### config.mk
export PLATFORM = sky130hd
export DESIGN_NAME = rxd_ddr_demux
export DESIGN_NICKNAME = d
export VERILOG_FILES = /design/src/rtl/rxd_pkg.sv /design/src/rtl/rxd_edge_cap.sv /design/src/rtl/rxd_pair_fsm.sv /design/src/rtl/rxd_ddr_demux.sv
export SDC_FILE = /design/constraint.sdc
export NUM_CORES = 1
export LEC_CHECK = 0
export BUFFER_PORTS_ARGS = -buffer_cell sky130_fd_sc_hd__buf_2
export CAP_MARGIN = 20
export CELL_PAD_IN_SITES_DETAIL_PLACEMENT = 1
export CELL_PAD_IN_SITES_GLOBAL_PLACEMENT = 2
export CORE_MARGIN = 2
export CORE_UTILIZATION = 37
export CTS_BUF_LIST = sky130_fd_sc_hd__clkbuf_4 sky130_fd_sc_hd__clkbuf_8
export DETAILED_ROUTE_END_ITERATION = 7
export PLACE_DENSITY = 0.95
export SYNTH_ARGS = -nofsm -noshare
export SYNTH_HDL_FRONTEND = slang
export SYNTH_HIERARCHICAL = 1
export SYNTH_SLANG_ARGS = --single-unit
export TNS_END_PERCENT = 30
### constraint.sdc
create_clock -name clk -period 1.66 [get_ports clk]
set_clock_uncertainty 0.05 [all_clocks]
set_input_delay 0.249 -clock clk [delete_from_list [all_inputs] [get_ports clk]]
set_output_delay 0.249 -clock clk [all_outputs]
set_load 0.005 [all_outputs]
### src/rtl/rxd_pkg.sv
package rxd_pkg;
    // Pairing state of the nibble-mode assembler
    typedef enum logic {
        PAIR_EMPTY = 1'b0,
        PAIR_HELD  = 1'b1
    } pair_st_t;
endpackage

### src/rtl/rxd_edge_cap.sv
module rxd_edge_cap #(
    parameter int NIB_W = 4
) (
    input  logic             clk,
    input  logic             rst,
    input  logic [NIB_W-1:0] rxd,
    input  logic             rxctl,
    output logic [NIB_W-1:0] rise_nib,
    output logic             rise_dv,
    output logic [NIB_W-1:0] fall_nib,
    output logic             fall_er
);
    // Rising edge: low nibble and data-valid
    always_ff @(posedge clk) begin
        if (rst) begin
            rise_nib <= '0;
            rise_dv  <= 1'b0;
        end else begin
            rise_nib <= rxd;
            rise_dv  <= rxctl;
        end
    end

    // Falling edge: high nibble and error indication
    always_ff @(negedge clk) begin
        if (rst) begin
            fall_nib <= '0;
            fall_er  <= 1'b0;
        end else begin
            fall_nib <= rxd;
            fall_er  <= rxctl;
        end
    end
endmodule

### src/rtl/rxd_pair_fsm.sv
module rxd_pair_fsm
    import rxd_pkg::*;
#(
    parameter int NIB_W = 4,
    localparam int BYTE_W = 2 * NIB_W
) (
    input  logic              clk,
    input  logic              rst,
    input  logic              gig,
    input  logic [NIB_W-1:0]  rise_nib,
    input  logic              rise_dv,
    input  logic [NIB_W-1:0]  fall_nib,
    input  logic              fall_er,
    output logic [BYTE_W-1:0] byte_out,
    output logic              byte_vld,
    output logic              byte_err,
    output logic              align_err
);
    pair_st_t         state_q, state_d;
    logic [NIB_W-1:0] low_q;
    logic             low_err_q;
    logic             per_err;

    // Error of the period being processed: falling sample during valid
    assign per_err = rise_dv & fall_er;

    always_comb begin
        state_d = state_q;
        unique case (state_q)
            PAIR_EMPTY: begin
                if (!gig && rise_dv) state_d = PAIR_HELD;   // take_low
            end
            PAIR_HELD: begin
                state_d = PAIR_EMPTY;                       // join / drop_odd / drop_mode
            end
            default: state_d = PAIR_EMPTY;
        endcase
    end

    // State register
    always_ff @(posedge clk) begin
        if (rst) state_q <= PAIR_EMPTY;
        else     state_q <= state_d;
    end

    // Output and held-nibble registers
    always_ff @(posedge clk) begin
        if (rst) begin
            byte_out  <= '0;
            byte_vld  <= 1'b0;
            byte_err  <= 1'b0;
            align_err <= 1'b0;
            low_q     <= '0;
            low_err_q <= 1'b0;
        end else begin
            byte_out  <= '0;
            byte_vld  <= 1'b0;
            byte_err  <= 1'b0;
            align_err <= 1'b0;
            if (gig) begin
                if (rise_dv) begin
                    byte_out <= {fall_nib, rise_nib};
                    byte_vld <= 1'b1;
                    byte_err <= per_err;
                end
            end else begin
                unique case (state_q)
                    PAIR_EMPTY: begin
                        if (rise_dv) begin
                            low_q     <= rise_nib;
                            low_err_q <= per_err;
                        end
                    end
                    PAIR_HELD: begin
                        if (rise_dv) begin
                            byte_out <= {rise_nib, low_q};
                            byte_vld <= 1'b1;
                            byte_err <= per_err | low_err_q;
                        end else begin
                            align_err <= 1'b1;
                        end
                    end
                    default: ;
                endcase
            end
        end
    end
endmodule

### src/rtl/rxd_ddr_demux.sv
module rxd_ddr_demux #(
    parameter int NIB_W = 4,
    localparam int BYTE_W = 2 * NIB_W
) (
    input  logic              clk,
    input  logic              rst,
    input  logic              speed_gig,
    input  logic [NIB_W-1:0]  rxd,
    input  logic              rxctl,
    output logic [BYTE_W-1:0] byte_out,
    output logic              byte_vld,
    output logic              byte_err,
    output logic              align_err
);
    logic [NIB_W-1:0] rise_nib, fall_nib;
    logic             rise_dv, fall_er;

    rxd_edge_cap #(.NIB_W(NIB_W)) u_cap (
        .clk      (clk),
        .rst      (rst),
        .rxd      (rxd),
        .rxctl    (rxctl),
        .rise_nib (rise_nib),
        .rise_dv  (rise_dv),
        .fall_nib (fall_nib),
        .fall_er  (fall_er)
    );

    rxd_pair_fsm #(.NIB_W(NIB_W)) u_fsm (
        .clk       (clk),
        .rst       (rst),
        .gig       (speed_gig),
        .rise_nib  (rise_nib),
        .rise_dv   (rise_dv),
        .fall_nib  (fall_nib),
        .fall_er   (fall_er),
        .byte_out  (byte_out),
        .byte_vld  (byte_vld),
        .byte_err  (byte_err),
        .align_err (align_err)
    );
endmodule

Word level (Yosys, flattened, before mapping)
Index checks and enable logic that the tools add are counted.
Storage, ports and cells
  logic and storage cells: 35
  output and inout bits: 11
  flip-flop bits (word level): 27
  input port bits: 8
Cells by class
  bitwise logic cells: 4
  reduce and logical (&&, ||, !) cells: 4
  muxes and demuxes: 16
Operators by type and width (count)
  two-way mux 8 bit: 4
  two-way mux 1 bit: 10
  two-way mux 4 bit: 1
  AND reduction 3 bit: 1
  OR reduction 3 bit: 1
  NOT 1 bit: 2
  one-hot mux 1 bit (2 select lines): 1
  bitwise AND 1 bit: 1
  logical AND 1 bit: 1
  zero test 1 bit: 1
  bitwise OR 1 bit: 1

Depth between registers and ports, before layout
  depth after elaboration: 5
  mapped depth: 4
  depth with buffers taken out: 2

By module
The synthesis kept the hierarchy.
Modules (own cells, without submodules)
  rxd_pair_fsm: area each 689.4 µm², times used 1, seq. area each 340.3 µm², cells each 70
  rxd_edge_cap: area each 235.2 µm², times used 1, seq. area each 200.2 µm², cells each 16

==> PnR_summary.wiki <==
{| class="wikitable"
! Metric !! Value
|-
| Status || finished, final reports clean
|-
| Clock Sink Count || 27
|-
| Met2 track utilization from global routing || 0.234
|-
| Maximum number of pins on one net before global-route repair || 22
|-
| Total count of max-transition violations in the final report || 0
|-
| Worst hold slack across all endpoints || 0.110 ns
|-
| Number of antenna violations at the first check in global routing || 0
|-
| Worst-skew pair later-pin latency || 0.38 ns
|-
| Leak || 0.436 nW
|-
| Met3 track demand over resource || 0.0250
|-
| Worst vdd ir || about 0.00055 V
|-
| Power density cells || roughly 1000 nW/um^2
|-
| Worst hold path startpoint || rxctl
|-
| Routability congestion estimate || 0.730
|-
| Antenna diode count || 0
|-
| Transition time at the pin with the least slew margin || 0.490 ns
|-
| Net count of the finished layout || 117
|-
| Number of detailed-routing iterations run before antenna repair || 4
|-
| Layer with the highest usage || met2
|-
| Via Count || roughly 650
|-
| Arrival time of data at the critical path endpoint || 1.79 ns
|-
| Register-to-register setup slack || a little under 0.08 ns
|-
| Root buffer cell || sky130_fd_sc_hd__clkbuf_4
|-
| Count of antenna-violating nets left after detailed routing || 0
|-
| Post-route cell area || roughly 1100 sq um
|-
| TritonCTS clock tree || yes
|-
| First-pass GRT wire length || 2750 um
|-
| Post-synthesis sequential area ratio || 0.585
|-
| Share of cells above drive strength 1 || 0.241
|-
| Final number of hold-violating endpoints || 0
|-
| Terminus of the critical flop-to-flop path || u_fsm/byte_err
|-
| Cell count after synthesis || 86
|-
| Count of final setup violators || 0
|-
| Met1 usage || 0.159
|-
| Vias in the first global route || 618
|-
| CTS Hold Bufs || 0
|-
| Routed WL per cell || 12.5 um
|-
| Avg Synthesized Cell Area || 10.8 sq um
|-
| Chip Width || 54.0 um
|-
| Worst hold path type || primary input to flop
|-
| Starting density of the core || 0.380
|-
| Total Neg Setup Slack || 0 ns
|-
| Area after detailed placement || 1020 sq um
|-
| Post-synth net total || 94
|-
| Die extent in y || 54.0 um
|-
| Floorplan row count || 18
|-
| I/O pins || 19
|-
| Count of cell types in the netlist || 16
|-
| Worst hold path stage count || 2
|-
| Total routed wirelength || 1720 um
|-
| Post-detailed-route via-to-cell ratio || 4.67
|-
| Core Box Area || between 2000 and 2500 sq um
|-
| RSZ-0062 raised after global routing || false
|-
| Startpoint of the worst-slack reg-to-reg timing path || u_cap/fall_er
|-
| Warnings from Yosys || 6
|-
| DRC violation count after routing || 0
|-
| Required time reported for the critical path endpoint || 1.86 ns
|-
| Crit start category || flop
|-
| Maximum buffer depth of the clock tree || 2
|-
| Critical path type || flop to flop
|-
| Global Route Usage Sum || 0.136
|-
| Total clock buffers created by CTS || 3
|-
| End of the critical path || u_fsm/byte_err
|-
| Synthesis-to-finish area growth || 16.1%
|-
| Die area || 2910 sq um
|-
| Clock transition at the registers of the reported paths || 0.14 ns
|-
| Beginning of the critical path || u_cap/fall_er
|-
| Detailed-placement wirelength estimate || 1270 um
|-
| Synth Register Bits || 27
|-
| Slew margin rel. || 0.673
|-
| Port buffer count || 18
|-
| Post-synthesis instance area || about 920 sq um
|-
| Max_cap viols || 0
|-
| Maximum fanout encountered on the critical timing path || 2
|-
| Depth of the worst register-to-register path || 2
|-
| # H-tree levels || 1
|-
| Endpoint class of the critical path || flop
|-
| Final global-route overflow total || 0
|-
| Count of routing violations after the opening detailed-route iteration || 3
|}
[cell usage after synthesis, drive strengths merged]
| master | n | area share |
|---|---|---|
| buf | 4 | 0.035 |
| nor2b | 5 | 0.034 |
| nor3 | 1 | 0.0054 |
| inv | 2 | 0.0081 |
| a211oi | 1 | 0.0081 |
| nor4b | 1 | 0.016 |
| nand2 | 8 | 0.032 |
| dfxtp | 27 | 0.58 |
| mux2i | 5 | 0.054 |
| clkbuf | 1 | 0.0041 |
| nor3b | 1 | 0.020 |
| nand3b | 8 | 0.065 |
| nor2 | 2 | 0.0081 |
| a21oi | 8 | 0.043 |
| nand2b | 12 | 0.081 |
[cell type report]
type	instances	area, sq um
Clock inverter	5	18.8
Fill cell	287	1360
Sequential cell	27	541
Inverter	1	3.75
Clock buffer	4	30.0
Tap cell	30	37.5
Multi-Input combinational cell	52	345
Timing Repair Buffer	19	97.6
[through the flow]
step | setup slack, ns | instances | util | total power, W
floorplan | 0.200 | 86 | - | 0.000756
global placement | 0.148 | 130 | 0.421 | 0.000773
detailed placement | 0.0964 | 130 | 0.421 | 0.000777
CTS | 0.0499 | 138 | 0.439 | 0.00110
global route | 0.0371 | 138 | 0.441 | 0.00114
finish | 0.0780 | 138 | 0.441 | 0.00108
[flip-flops by register name, summed over array words and instances, names as in the netlist, 4 cells and up]
signal,count
u_cap/rise_nib,4
u_fsm/low_q,4
u_cap/fall_nib,4
u_fsm/byte_out,8
[timing repair]
item | in CTS | in global routing
gates resized for setup | 0 | 1
buffers inserted | 0 | 0
endpoints found under the setup margin | 0 | 1
[per-layer routing]
layer / vias up / part of all wire
met5: - / 0
met4: 0 / 0.022
met3: 4 / 0.044
met2: 18 / 0.49
met1: 300 / 0.45
li1: 323 / -
[worst max-delay path, cell delays in order (launching register included)]
cell                       delay, ns
sky130_fd_sc_hd__dfxtp_1        0.34
sky130_fd_sc_hd__inv_1          0.05
sky130_fd_sc_hd__a211oi_2       0.19
[worst min path at each step]
stage | endpoint
CTS | u_cap/rise_nib[1]
floorplan | u_cap/rise_dv
global placement | u_fsm/low_err_q
finish | u_cap/rise_dv
global route | u_cap/rise_dv
detailed placement | u_fsm/align_err
[power by group]
| group | total [W] | internal, W | switching [W] | leakage (nW) |
|---|---|---|---|---|
| Clock | 0.000340 | 0.000126 | 0.000214 | 0.0450 |
| Combinational | 0.0000596 | 0.0000292 | 0.0000304 | 0.171 |
| Sequential | 0.000681 | 0.000668 | 0.0000128 | 0.221 |
[cells by family after synthesis]
kind of cell           synth area share
AND/OR/NAND/NOR                   0.263
buffers and inverters            0.0474
multiplexers                     0.0541
flip-flops                        0.585
AO/OA/AOI/OAI                    0.0514
[cells in the final DEF, fill, tap and decap left out]
master / n
sky130_fd_sc_hd__dfxtp_1: 27
sky130_fd_sc_hd__buf_2: 18
sky130_fd_sc_hd__nand2b_1: 12
sky130_fd_sc_hd__nand2_1: 8
sky130_fd_sc_hd__nand3b_1: 8
sky130_fd_sc_hd__a21oi_1: 8
sky130_fd_sc_hd__inv_1: 6
sky130_fd_sc_hd__nor2b_1: 5
sky130_fd_sc_hd__mux2i_1: 5
sky130_fd_sc_hd__clkbuf_4: 4
sky130_fd_sc_hd__nor2_1: 2
sky130_fd_sc_hd__nor3b_4: 1
sky130_fd_sc_hd__nor3_1: 1
sky130_fd_sc_hd__a211oi_2: 1
sky130_fd_sc_hd__nor4b_2: 1
sky130_fd_sc_hd__buf_4: 1
Power figures use the tool's default switching activity.
